--- src/rtl/feistel_pkg.sv ---
`timescale 1ns/1ps
package feistel_pkg;

    // Controller states of the round core
    typedef enum logic [1:0] {
        ST_IDLE = 2'd0,
        ST_UP   = 2'd1,
        ST_DOWN = 2'd2
    } core_state_e;

endpackage

--- src/rtl/lane_adder.sv ---
`timescale 1ns/1ps
// Lane-wise modular addition: each byte lane wraps on its own.
module lane_adder #(
    parameter int BYTE_W = 8,
    parameter int LANES  = 6,
    localparam int HALF_W = BYTE_W * LANES
) (
    input  logic [HALF_W-1:0] op_a,
    input  logic [HALF_W-1:0] op_b,
    output logic [HALF_W-1:0] sum
);

    for (genvar i = 0; i < LANES; i++) begin : g_lane
        assign sum[i*BYTE_W +: BYTE_W] = op_a[i*BYTE_W +: BYTE_W] + op_b[i*BYTE_W +: BYTE_W];
    end

endmodule

--- src/rtl/bitslice_layer.sv ---
`timescale 1ns/1ps
// Bitsliced nonlinear layer applied to consecutive lane triples.
module bitslice_layer #(
    parameter int BYTE_W = 8,
    parameter int LANES  = 6,
    localparam int HALF_W  = BYTE_W * LANES,
    localparam int TRIPLES = LANES / 3
) (
    input  logic [HALF_W-1:0] x_in,
    output logic [HALF_W-1:0] y_out
);

    for (genvar t = 0; t < TRIPLES; t++) begin : g_tri
        localparam int B0 = (3*t)     * BYTE_W;
        localparam int B1 = (3*t + 1) * BYTE_W;
        localparam int B2 = (3*t + 2) * BYTE_W;

        logic [BYTE_W-1:0] x0, x1, x2;
        logic [BYTE_W-1:0] sa, sb, sc;

        assign x0 = x_in[B0 +: BYTE_W];
        assign x1 = x_in[B1 +: BYTE_W];
        assign x2 = x_in[B2 +: BYTE_W];

        // serial dependency: each stage uses the one before
        assign sa = x0 ^ (x1 & x2);
        assign sb = x1 ^ (sa & x2);
        assign sc = x2 ^ (sa | sb);

        assign y_out[B0 +: BYTE_W] = {sa[0], sa[BYTE_W-1:1]};
        assign y_out[B1 +: BYTE_W] = sb;
        assign y_out[B2 +: BYTE_W] = {sc[BYTE_W-2:0], sc[BYTE_W-1]};
    end

endmodule

--- src/rtl/half_mixer.sv ---
`timescale 1ns/1ps
// Combines layer output with the target half, including the lane rotation
// whose placement depends on the mode.
module half_mixer #(
    parameter int BYTE_W = 8,
    parameter int LANES  = 6,
    localparam int HALF_W = BYTE_W * LANES
) (
    input  logic [HALF_W-1:0] tgt,
    input  logic [HALF_W-1:0] mix_in,
    input  logic              inverse,
    output logic [HALF_W-1:0] tgt_next
);

    logic [HALF_W-1:0] fwd_rot;
    logic [HALF_W-1:0] fwd_res;
    logic [HALF_W-1:0] inv_xor;
    logic [HALF_W-1:0] inv_res;

    for (genvar i = 0; i < LANES; i++) begin : g_lane
        localparam int PREV = (i + LANES - 1) % LANES;
        localparam int NEXT = (i + 1) % LANES;
        // forward: rotate up first, then mix
        assign fwd_rot[i*BYTE_W +: BYTE_W] = tgt[PREV*BYTE_W +: BYTE_W];
        // inverse: mix first, then rotate down
        assign inv_res[i*BYTE_W +: BYTE_W] = inv_xor[NEXT*BYTE_W +: BYTE_W];
    end

    assign fwd_res  = fwd_rot ^ mix_in;
    assign inv_xor  = tgt ^ mix_in;
    assign tgt_next = inverse ? inv_res : fwd_res;

endmodule

--- src/rtl/feistel_round_core.sv ---
`timescale 1ns/1ps
module feistel_round_core #(
    parameter int BYTE_W    = 8,
    parameter int LANES     = 6,   // must be a multiple of 3
    parameter int HALF_RNDS = 47,  // at least 2
    localparam int HALF_W   = BYTE_W * LANES,
    localparam int BLK_W    = 2 * HALF_W,
    localparam int CNT_W    = $clog2(HALF_RNDS + 1)
) (
    input  logic              clk,
    input  logic              rst,
    input  logic              start,
    input  logic              decrypt,
    input  logic [BLK_W-1:0]  din,
    input  logic [HALF_W-1:0] rk_right,
    input  logic [HALF_W-1:0] rk_left,
    output logic              busy,
    output logic              done,
    output logic [BLK_W-1:0]  dout,
    output logic [CNT_W-1:0]  round_cnt,
    output logic              key_sel
);

    import feistel_pkg::*;

    localparam logic [CNT_W-1:0] CNT_TOP  = CNT_W'(HALF_RNDS);
    localparam logic [CNT_W-1:0] CNT_TURN = CNT_W'(HALF_RNDS - 1);
    localparam logic [CNT_W-1:0] CNT_ONE  = CNT_W'(1);

    core_state_e       state_q, state_d;
    logic [CNT_W-1:0]  cnt_q, cnt_d;
    logic              dec_q;
    logic              done_q;
    logic [HALF_W-1:0] lq, rq;

    logic              odd_rnd;
    logic              in_down;
    logic              last_rnd;
    logic [HALF_W-1:0] src_half, tgt_half, rkey;
    logic [HALF_W-1:0] keyed, layered, mixed;

    assign odd_rnd  = cnt_q[0];
    assign in_down  = (state_q == ST_DOWN);
    assign last_rnd = in_down && (cnt_q == CNT_ONE);

    // ---------------- next-state logic ----------------
    always_comb begin
        state_d = state_q;
        cnt_d   = cnt_q;
        unique case (state_q)
            ST_IDLE: begin
                if (start) begin
                    state_d = ST_UP;
                    cnt_d   = CNT_ONE;
                end
            end
            ST_UP: begin
                if (cnt_q == CNT_TOP) begin
                    state_d = ST_DOWN;
                    cnt_d   = CNT_TURN;
                end else begin
                    cnt_d = cnt_q + CNT_ONE;
                end
            end
            ST_DOWN: begin
                if (cnt_q == CNT_ONE) begin
                    state_d = ST_IDLE;
                    cnt_d   = '0;
                end else begin
                    cnt_d = cnt_q - CNT_ONE;
                end
            end
            default: begin
                state_d = ST_IDLE;
                cnt_d   = '0;
            end
        endcase
    end

    // ---------------- state register ----------------
    always_ff @(posedge clk) begin
        if (rst) begin
            state_q <= ST_IDLE;
            cnt_q   <= '0;
        end else begin
            state_q <= state_d;
            cnt_q   <= cnt_d;
        end
    end

    // ---------------- outputs ----------------
    always_comb begin
        busy      = (state_q != ST_IDLE);
        // right key on rising odd / falling even rounds
        key_sel   = busy && (odd_rnd ^ !in_down);
        done      = done_q;
        dout      = {lq, rq};
        round_cnt = cnt_q;
    end

    // ---------------- round data path ----------------
    assign src_half = odd_rnd ? rq : lq;
    assign tgt_half = odd_rnd ? lq : rq;
    assign rkey     = key_sel ? rk_left : rk_right;

    lane_adder #(.BYTE_W(BYTE_W), .LANES(LANES)) u_add (
        .op_a (src_half),
        .op_b (rkey),
        .sum  (keyed)
    );

    bitslice_layer #(.BYTE_W(BYTE_W), .LANES(LANES)) u_layer (
        .x_in  (keyed),
        .y_out (layered)
    );

    half_mixer #(.BYTE_W(BYTE_W), .LANES(LANES)) u_mix (
        .tgt      (tgt_half),
        .mix_in   (layered),
        .inverse  (dec_q),
        .tgt_next (mixed)
    );

    always_ff @(posedge clk) begin
        if (rst) begin
            lq     <= '0;
            rq     <= '0;
            dec_q  <= 1'b0;
            done_q <= 1'b0;
        end else begin
            done_q <= last_rnd;
            if (state_q == ST_IDLE) begin
                if (start) begin
                    lq    <= din[BLK_W-1:HALF_W];
                    rq    <= din[HALF_W-1:0];
                    dec_q <= decrypt;
                end
            end else if (odd_rnd) begin
                lq <= mixed;
            end else begin
                rq <= mixed;
            end
        end
    end

    // ---------------- assertions ----------------

    cnt_range_chk: assert property (@(posedge clk) disable iff (rst)
        busy |-> (cnt_q >= CNT_ONE && cnt_q <= CNT_TOP));


    up_step_chk: assert property (@(posedge clk) disable iff (rst)
        (state_q == ST_UP && cnt_q != CNT_TOP) |=>
            (state_q == ST_UP && cnt_q == $past(cnt_q) + CNT_ONE));


    turn_chk: assert property (@(posedge clk) disable iff (rst)
        (state_q == ST_UP && cnt_q == CNT_TOP) |=>
            (state_q == ST_DOWN && cnt_q == CNT_TURN));


    src_hold_chk: assert property (@(posedge clk) disable iff (rst)
        (busy && odd_rnd) |=> $stable(rq));


    done_pulse_chk: assert property (@(posedge clk) disable iff (rst)
        done_q |=> !done_q);


    done_idle_chk: assert property (@(posedge clk) disable iff (rst)
        done_q |-> (!busy && cnt_q == '0));


    result_hold_chk: assert property (@(posedge clk) disable iff (rst)
        (!busy && !start) |=> $stable(dout));


    mode_hold_chk: assert property (@(posedge clk) disable iff (rst)
        busy |=> $stable(dec_q));

endmodule

--- config.mk ---
export PLATFORM = sky130hd
export DESIGN_NAME = feistel_round_core
export DESIGN_NICKNAME = d
export VERILOG_FILES = /design/src/rtl/feistel_pkg.sv /design/src/rtl/lane_adder.sv /design/src/rtl/bitslice_layer.sv /design/src/rtl/half_mixer.sv /design/src/rtl/feistel_round_core.sv
export SDC_FILE = /design/constraint.sdc
export NUM_CORES = 1
export LEC_CHECK = 0
export ABC_AREA = 1
export ABC_CLOCK_PERIOD_IN_PS = 7100
export BUFFER_PORTS_ARGS = -buffer_cell sky130_fd_sc_hd__buf_4
export CORE_UTILIZATION = 35
export DETAILED_ROUTE_END_ITERATION = 16
export RECOVER_POWER = 25
export SYNTH_ARGS = -nofsm -noshare
export SYNTH_HDL_FRONTEND = slang
export SYNTH_SLANG_ARGS = --single-unit
--- constraint.sdc ---
create_clock -name clk -period 7.1 [get_ports clk]
set_clock_uncertainty 0.2 [all_clocks]
set_input_delay 1.42 -clock clk [delete_from_list [all_inputs] [get_ports clk]]
set_output_delay 1.42 -clock clk [all_outputs]
set_load 0.02 [all_outputs]
* After elaboration in Yosys (flattened, before gate mapping)
Cells that the tools add are included.
** Storage, ports and cells
- Memories kept :: 0
- Bits in registers :: 106
- Memory bits (read-only) :: 0
- Input port bits :: 196
- Bits in latches :: 0
- Output and inout port bits :: 105
- Bits in writable memories :: 0
** Operators by class
- Div/mod/pow operators :: 0
- Multipliers :: 0
- Shifts and indexed selects :: 0
- $add $sub $neg :: 8
- Reduce and logical (&&, ||, !) cells :: 10
- Multiplexer cells :: 18
- $lt $le $gt $ge :: 0
- Bitwise logic cells :: 15
- Equality and inequality tests :: 8
** Operator list (count)
- 2-to-1 mux 48 bit :: 10
- bitwise XOR 48 bit :: 2
- adder 8 bit :: 6
- bitwise XOR 8 bit :: 6
- AND 8 bit :: 4
- 2-to-1 mux 6 bit :: 3
- one-hot mux 6 bit (3 select lines) :: 1
- OR 8 bit :: 2
- adder 6 x 1 -> 6 bit (second input constant) :: 1
- == test 6 x 1 -> 1 bit (second input constant) :: 1
- == test 6 bit (second input constant) :: 1
- 2-to-1 mux 2 bit :: 3
- one-hot mux 2 bit (3 select lines) :: 1
- AND reduction 2 bit :: 3
- subtractor 6 x 1 -> 6 bit (second input constant) :: 1
- != test 2 x 1 -> 1 bit (second input constant) :: 2
- != test 2 bit (second input constant) :: 2
- nonzero test 2 bit :: 2
- AND reduction 3 bit :: 1
- == test 2 x 1 -> 1 bit (second input constant) :: 1
- == test 2 bit (second input constant) :: 1
- logical AND 1 bit :: 2
- logical NOT 2 bit :: 1
- logical NOT 1 bit :: 1
- bitwise XOR 1 bit :: 1

* Longest topological paths before layout
- Depth after elaboration :: 16
- Gate-level depth with buffers :: 22
- Gate-level depth less buffers :: 20

* By module
From an unflattened synthesis, not the netlist that was laid out.
** Second synthesis, totals
- Cell total of the unflattened synthesis :: 1896
- Area total of the unflattened synthesis :: 10825.4 um^2
** By module, submodules not included
- feistel_round_core :: cells each 901, times used 1, area an instance 6124.6 um^2, sequential area each 2122.0 um^2
- lane_adder :: cells each 360, times used 1, area an instance 2089.5 um^2, sequential area each 0.0 um^2
- half_mixer :: cells each 443, times used 1, area an instance 1810.5 um^2, sequential area each 0.0 um^2
- bitslice_layer :: cells each 192, times used 1, area an instance 800.8 um^2, sequential area each 0.0 um^2

* Least setup slack after synthesis
No wires, ideal clock.
- Kind :: input -> register
- Start point :: input rk_left[40]
- End point :: register rq[35]
- Cell stages on the path :: 14
- Path slack :: 3.129 ns
- Arrival time :: 3.701 ns
- Setup time :: 0.070 ns
- Cell sequence :: mux2_2 > ha_1 > fa_1 > xor2_1 > nand2_1 > xnor2_1 > nand2_1 > xor2_1 > inv_1 > nand2_1 > nand3_1 > nand2_1 > nand2_1 > a21oi_1
** On the way
- Longest elaborated chain between the ends :: 12
- Elaborated cells on any way between the ends :: 13
- Classes of those cells :: add/sub (1); mux (4); bitwise (8)
** Ends and longest elaborated chain
- start, declared :: RTL line feistel_round_core.sv:16 : input logic [HALF_W-1:0] rk_left,
- 2-to-1 mux 48 bit * :: RTL line feistel_round_core.sv:104 : assign rkey = key_sel ? rk_left : rk_right;
- adder 8 bit * :: RTL line lane_adder.sv:14 : assign sum[i*BYTE_W +: BYTE_W] = op_a[i*BYTE_W +: BYTE_W] + op_b[i*BYTE_W +: BYTE_W];
- AND 8 bit :: RTL line bitslice_layer.sv:26 : assign sa = x0 ^ (x1 & x2);
- bitwise XOR 8 bit :: RTL line bitslice_layer.sv:26
- AND 8 bit :: RTL line bitslice_layer.sv:27 : assign sb = x1 ^ (sa & x2);
- bitwise XOR 8 bit :: RTL line bitslice_layer.sv:27
- OR 8 bit :: RTL line bitslice_layer.sv:28 : assign sc = x2 ^ (sa | sb);
- bitwise XOR 8 bit :: RTL line bitslice_layer.sv:28
- bitwise XOR 48 bit :: RTL line half_mixer.sv:30 : assign inv_xor = tgt ^ mix_in;
- 2-to-1 mux 48 bit * :: RTL line half_mixer.sv:31 : assign tgt_next = inverse ? inv_res : fwd_res;
- 2-to-1 mux 48 bit * :: RTL line feistel_round_core.sv:138 : end else if (odd_rnd) begin
- 2-to-1 mux 48 bit * :: RTL line feistel_round_core.sv:132 : if (state_q == ST_IDLE) begin
- end signal, assigned :: RTL line feistel_round_core.sv:135 : rq <= din[HALF_W-1:0];
- end signal, assigned :: RTL line feistel_round_core.sv:141 : rq <= mixed;
- end, declared :: RTL line feistel_round_core.sv:34 : logic [HALF_W-1:0] lq, rq;
Mark *: on every way between the ends. The rest lies on a longest branch, timed or not. The select of a mux whose other input is x is not followed.
A chain may end at the register's enable or synchronous reset.

* Worst setup path in the final report
- Start point :: register cnt_q[0] (netlist: round_cnt[0])
- End point :: register rq[1]
** On the way
- Longest elaborated chain between the ends :: 12
- Elaborated cells on any way between the ends :: 19
- Classes of those cells :: add/sub (3); eq/ne (1); mux (6); bitwise (7); reduce/logical (2)
** Ends and longest elaborated chain
- start, declared :: RTL line feistel_round_core.sv:31 : logic [CNT_W-1:0] cnt_q, cnt_d;
- start signal, assigned :: RTL line feistel_round_core.sv:87 : cnt_q <= cnt_d;
- bitwise XOR 1 bit :: RTL line feistel_round_core.sv:95 : key_sel = busy && (odd_rnd ^ !in_down);
- logical AND 1 bit :: RTL line feistel_round_core.sv:95
- 2-to-1 mux 48 bit :: RTL line feistel_round_core.sv:104
- adder 8 bit :: RTL line lane_adder.sv:14
- AND 8 bit :: RTL line bitslice_layer.sv:26
- bitwise XOR 8 bit :: RTL line bitslice_layer.sv:26
- AND 8 bit :: RTL line bitslice_layer.sv:27
- bitwise XOR 8 bit :: RTL line bitslice_layer.sv:27
- bitwise XOR 48 bit :: RTL line half_mixer.sv:30
- 2-to-1 mux 48 bit :: RTL line half_mixer.sv:31
- 2-to-1 mux 48 bit :: RTL line feistel_round_core.sv:138
- 2-to-1 mux 48 bit :: RTL line feistel_round_core.sv:132
Several ways; a longest one is shown, not always the timed one. The select of a mux whose other input is x is not followed.

==> flow_summary.toml <==
[worst_setup_path]
slowest_delay_ps = 690
critPathKind = "register to register"
cp-end-kind = "register"
worstPathArrival_ps = 5060
start_kind = "register"
path_cells = "nand3_1 -> nand2_2 -> buf_4 -> mux2_2 -> ha_1 -> fa_1 -> xor2_1 -> nand2_1 -> xnor2_1 -> inv_1 -> nand2_1 -> nand3_1 -> a21oi_1 -> a21oi_1 -> a21oi_1"
crit_path_frequent_cell = "a21oi_1"
worst-path-max-fanout = 50
slowest_stage = "dfxtp_4"
worst_ep_required_time_ps = 7200

[sta]
worst_slew_pin_slew_ps = 1072
timing.final.ws_setup_ps = 2138
hold_ws_ps = 321.9
hold_viol = 0
fmax_ghz = 0.2015
final.setup.tns_ps = 0
relSlewSlack_pct = 27.76
setup_viol = 0
rsz0062_at_grt = "false"
min_period_over_period_pct = 69.88
min_period_ps = 4962
slew_violations = 0

[logic_synthesis]
yosys.area_share.simple_pct = 30.32
synth_nets = 2075
synthCells = 1828
ys_warn_count = 0
synth.distinct_cells = 32
ys_ff_latch = 106
synth_edf_count = 0
synth-xor-area-share_pct = 3.688
yosysSeqAreaShare_pct = 19.86
muxShareOfSynthArea_pct = 4.215
synth_compound_area_share_pct = 24.15
yosys.area_share.adder_pct = 6.393
synth_top_family_by_area = "simple AND/OR/NAND/NOR gates"
synth-async-reset-ratio_pct = 0
synth_area_mm2 = 0.01069
syn_avg_cell_area_um2 = 5.846
synthFlopType = "dfxtp_1"

[detailed_routing]
vias = 13190
ant_nets = 0
post_drt_via_cell_ratio = 5.359
first_iter_violations = 992
wl_per_cell_um = 18.36
routed_wl_um = 45200
first_pass_iters = 5
drcViolationCount = 0

[power_and_ir_drop]
leakage_nw = 6.389
combinationalPowerShare_pct = 61.9
switching_share_pct = 52.17
p_sw_mw = 1.797
p_clk_share_pct = 16.0
pwr-share-seq_pct = 22.1
powerDensity_mw_per_mm2 = 258.8
ir_worst_vdd_v = 0.0001362
internal_power_mw = 1.648

[layout]
n_antenna_cell = 0
final_common_cell = "nand2_1"
final_cell_mix = "462 x nand2_1, 265 x o21ai_0, 261 x buf_4"
drive_above_1_share_pct = 16.22
fillers = 3251
area_delta_synth_final_pct = 24.56
stdcell_count = 2462
final_area_mm2 = 0.01331
nets = 2314

[die]
die_area_mm2 = 0.03124
initial_core_util_pct = 35.77
die-width_um = 176.7
num_rows = 63
ioPinCount = 301
fp.coreArea_mm2 = 0.02987
die_y_um = 176.7

[global_route]
antenna_found_initial = 0
grt_first_pass_wirelength_um = 67810
grt_max_degree = 67
grt-ovfl-total = 0
grt_usage_pct = 28.21
grt_pass1_vias = 11960

[clock_tree]
cts_buffers = 9
clk_pin_slew_ps = 90
h-tree-depth = 3
clock_latency_ps = 370
clk_root_buffer_cell = "clkbuf_16"
cts_buffer_depth = 2
cts_num_sinks = 106
post_cts_buffers = 0
cts_hold_buf = 0
tritoncts = "yes"
cts-resized-gates = 0

[placed_design]
dp.cells = 2446
place_hpwl_um = 34820
post-place-ws_ps = 2189
dpl_cell_area_mm2 = 0.01321
gp_congestion = 0.9471
port_buffers = 300

[min_path]
hp-class = "register to register"

[run_status]
status = "finished, final reports clean"

[run]
cap_viol_max_count = 0
final timing paths:
path / start / end / slack [ps] / cells after the start
max: round_cnt[0]$_SDFFE_PP0P_ / rq[1]$_SDFFE_PP0P_ / 2140 / 15
min: lq[41]$_SDFFE_PP0P_ / lq[41]$_SDFFE_PP0P_ / 320 / 2
max reg2reg: round_cnt[0]$_SDFFE_PP0P_ / rq[1]$_SDFFE_PP0P_ / 2140 / 15
min reg2reg: lq[41]$_SDFFE_PP0P_ / lq[41]$_SDFFE_PP0P_ / 320 / 2
per-layer routing:
| metal | vias to the layer above | GRT usage (%) | share of wire (%) |
|---|---|---|---|
| li1 | 6574 | - | - |
| met3 | 49 | 3.157 | 6.1 |
| met1 | 6091 | 39.02 | 46 |
| met4 | 0 | 6.753 | 1.9 |
| met5 | - | 0 | 0 |
| met2 | 479 | 46.47 | 46 |
critical path, delay by kind of cell (launching register included):
kind / cells / cell delay (ps)
and+or+nand+nor: 5 / 1220
adders and majority gates: 2 / 740
xor gates and xnor gates: 2 / 700
DFF: 1 / 690
buffers and inverters: 2 / 530
muxes: 1 / 390
AOI/OAI and AO/OA: 3 / 380
cells in the mapped netlist (all sizes together), types with 2 or more instances:
cell	n	share of area, %
o211ai	3	0.21
clkbuf	62	2.2
fa	6	1.1
nor3	4	0.19
a21oi	216	10
nand4	20	1.2
buf	23	1.0
or2	9	0.53
o221ai	2	0.16
mux2	40	4.2
clkinv	3	0.11
inv	230	8.1
xor2	31	2.5
xnor2	14	1.1
o21ai	282	13
nand3b	10	0.70
a221oi	2	0.16
nor2	35	1.2
nand2	465	16
o2111ai	2	0.16
ha	45	5.3
dfxtp	106	20
nand3	215	10
registers in the layout, summed over array words and instances, names as in the netlist:
name,count
lq,48
rq,48
round_cnt,6
state_q,2
dec_q,1
done,1
logic make-up after synthesis:
group,Yosys count
muxes,40
DFF,106
adders and majority gates,51
and+or+nand+nor,759
xor gates and xnor gates,45
buffers and inverters,318
AOI/OAI and AO/OA,509
through the flow:
step	util (%)	power [mW]
3_3_place_gp	44.20	2.878
2_1_floorplan	-	2.218
4_1_cts	45.21	3.462
5_1_grt	44.56	3.728
6_report	44.56	3.445
3_5_place_dp	44.20	2.903
layout make-up:
type | count | area [um2] | area share, %
multi-input combinational | 1404 | 7367 | 55.34
timing repair buffer | 313 | 2155 | 16.19
sequential | 106 | 2126 | 15.97
inverter | 233 | 874.6 | 6.570
tap | 390 | 488.0 | 3.666
clock buffer | 10 | 239.0 | 1.795
clock inverter | 6 | 62.56 | 0.4700
power groups by stage:
stage	Combinational [mW]	Clock [mW]	Sequential, mW
2_1_floorplan	1.38	0	0.835
6_report	2.13	0.552	0.760
3_3_place_gp	2.11	0	0.772
3_5_place_dp	2.13	0	0.772
5_1_grt	2.38	0.576	0.771
4_1_cts	2.14	0.559	0.760
(Power assumes the default switching activity.)
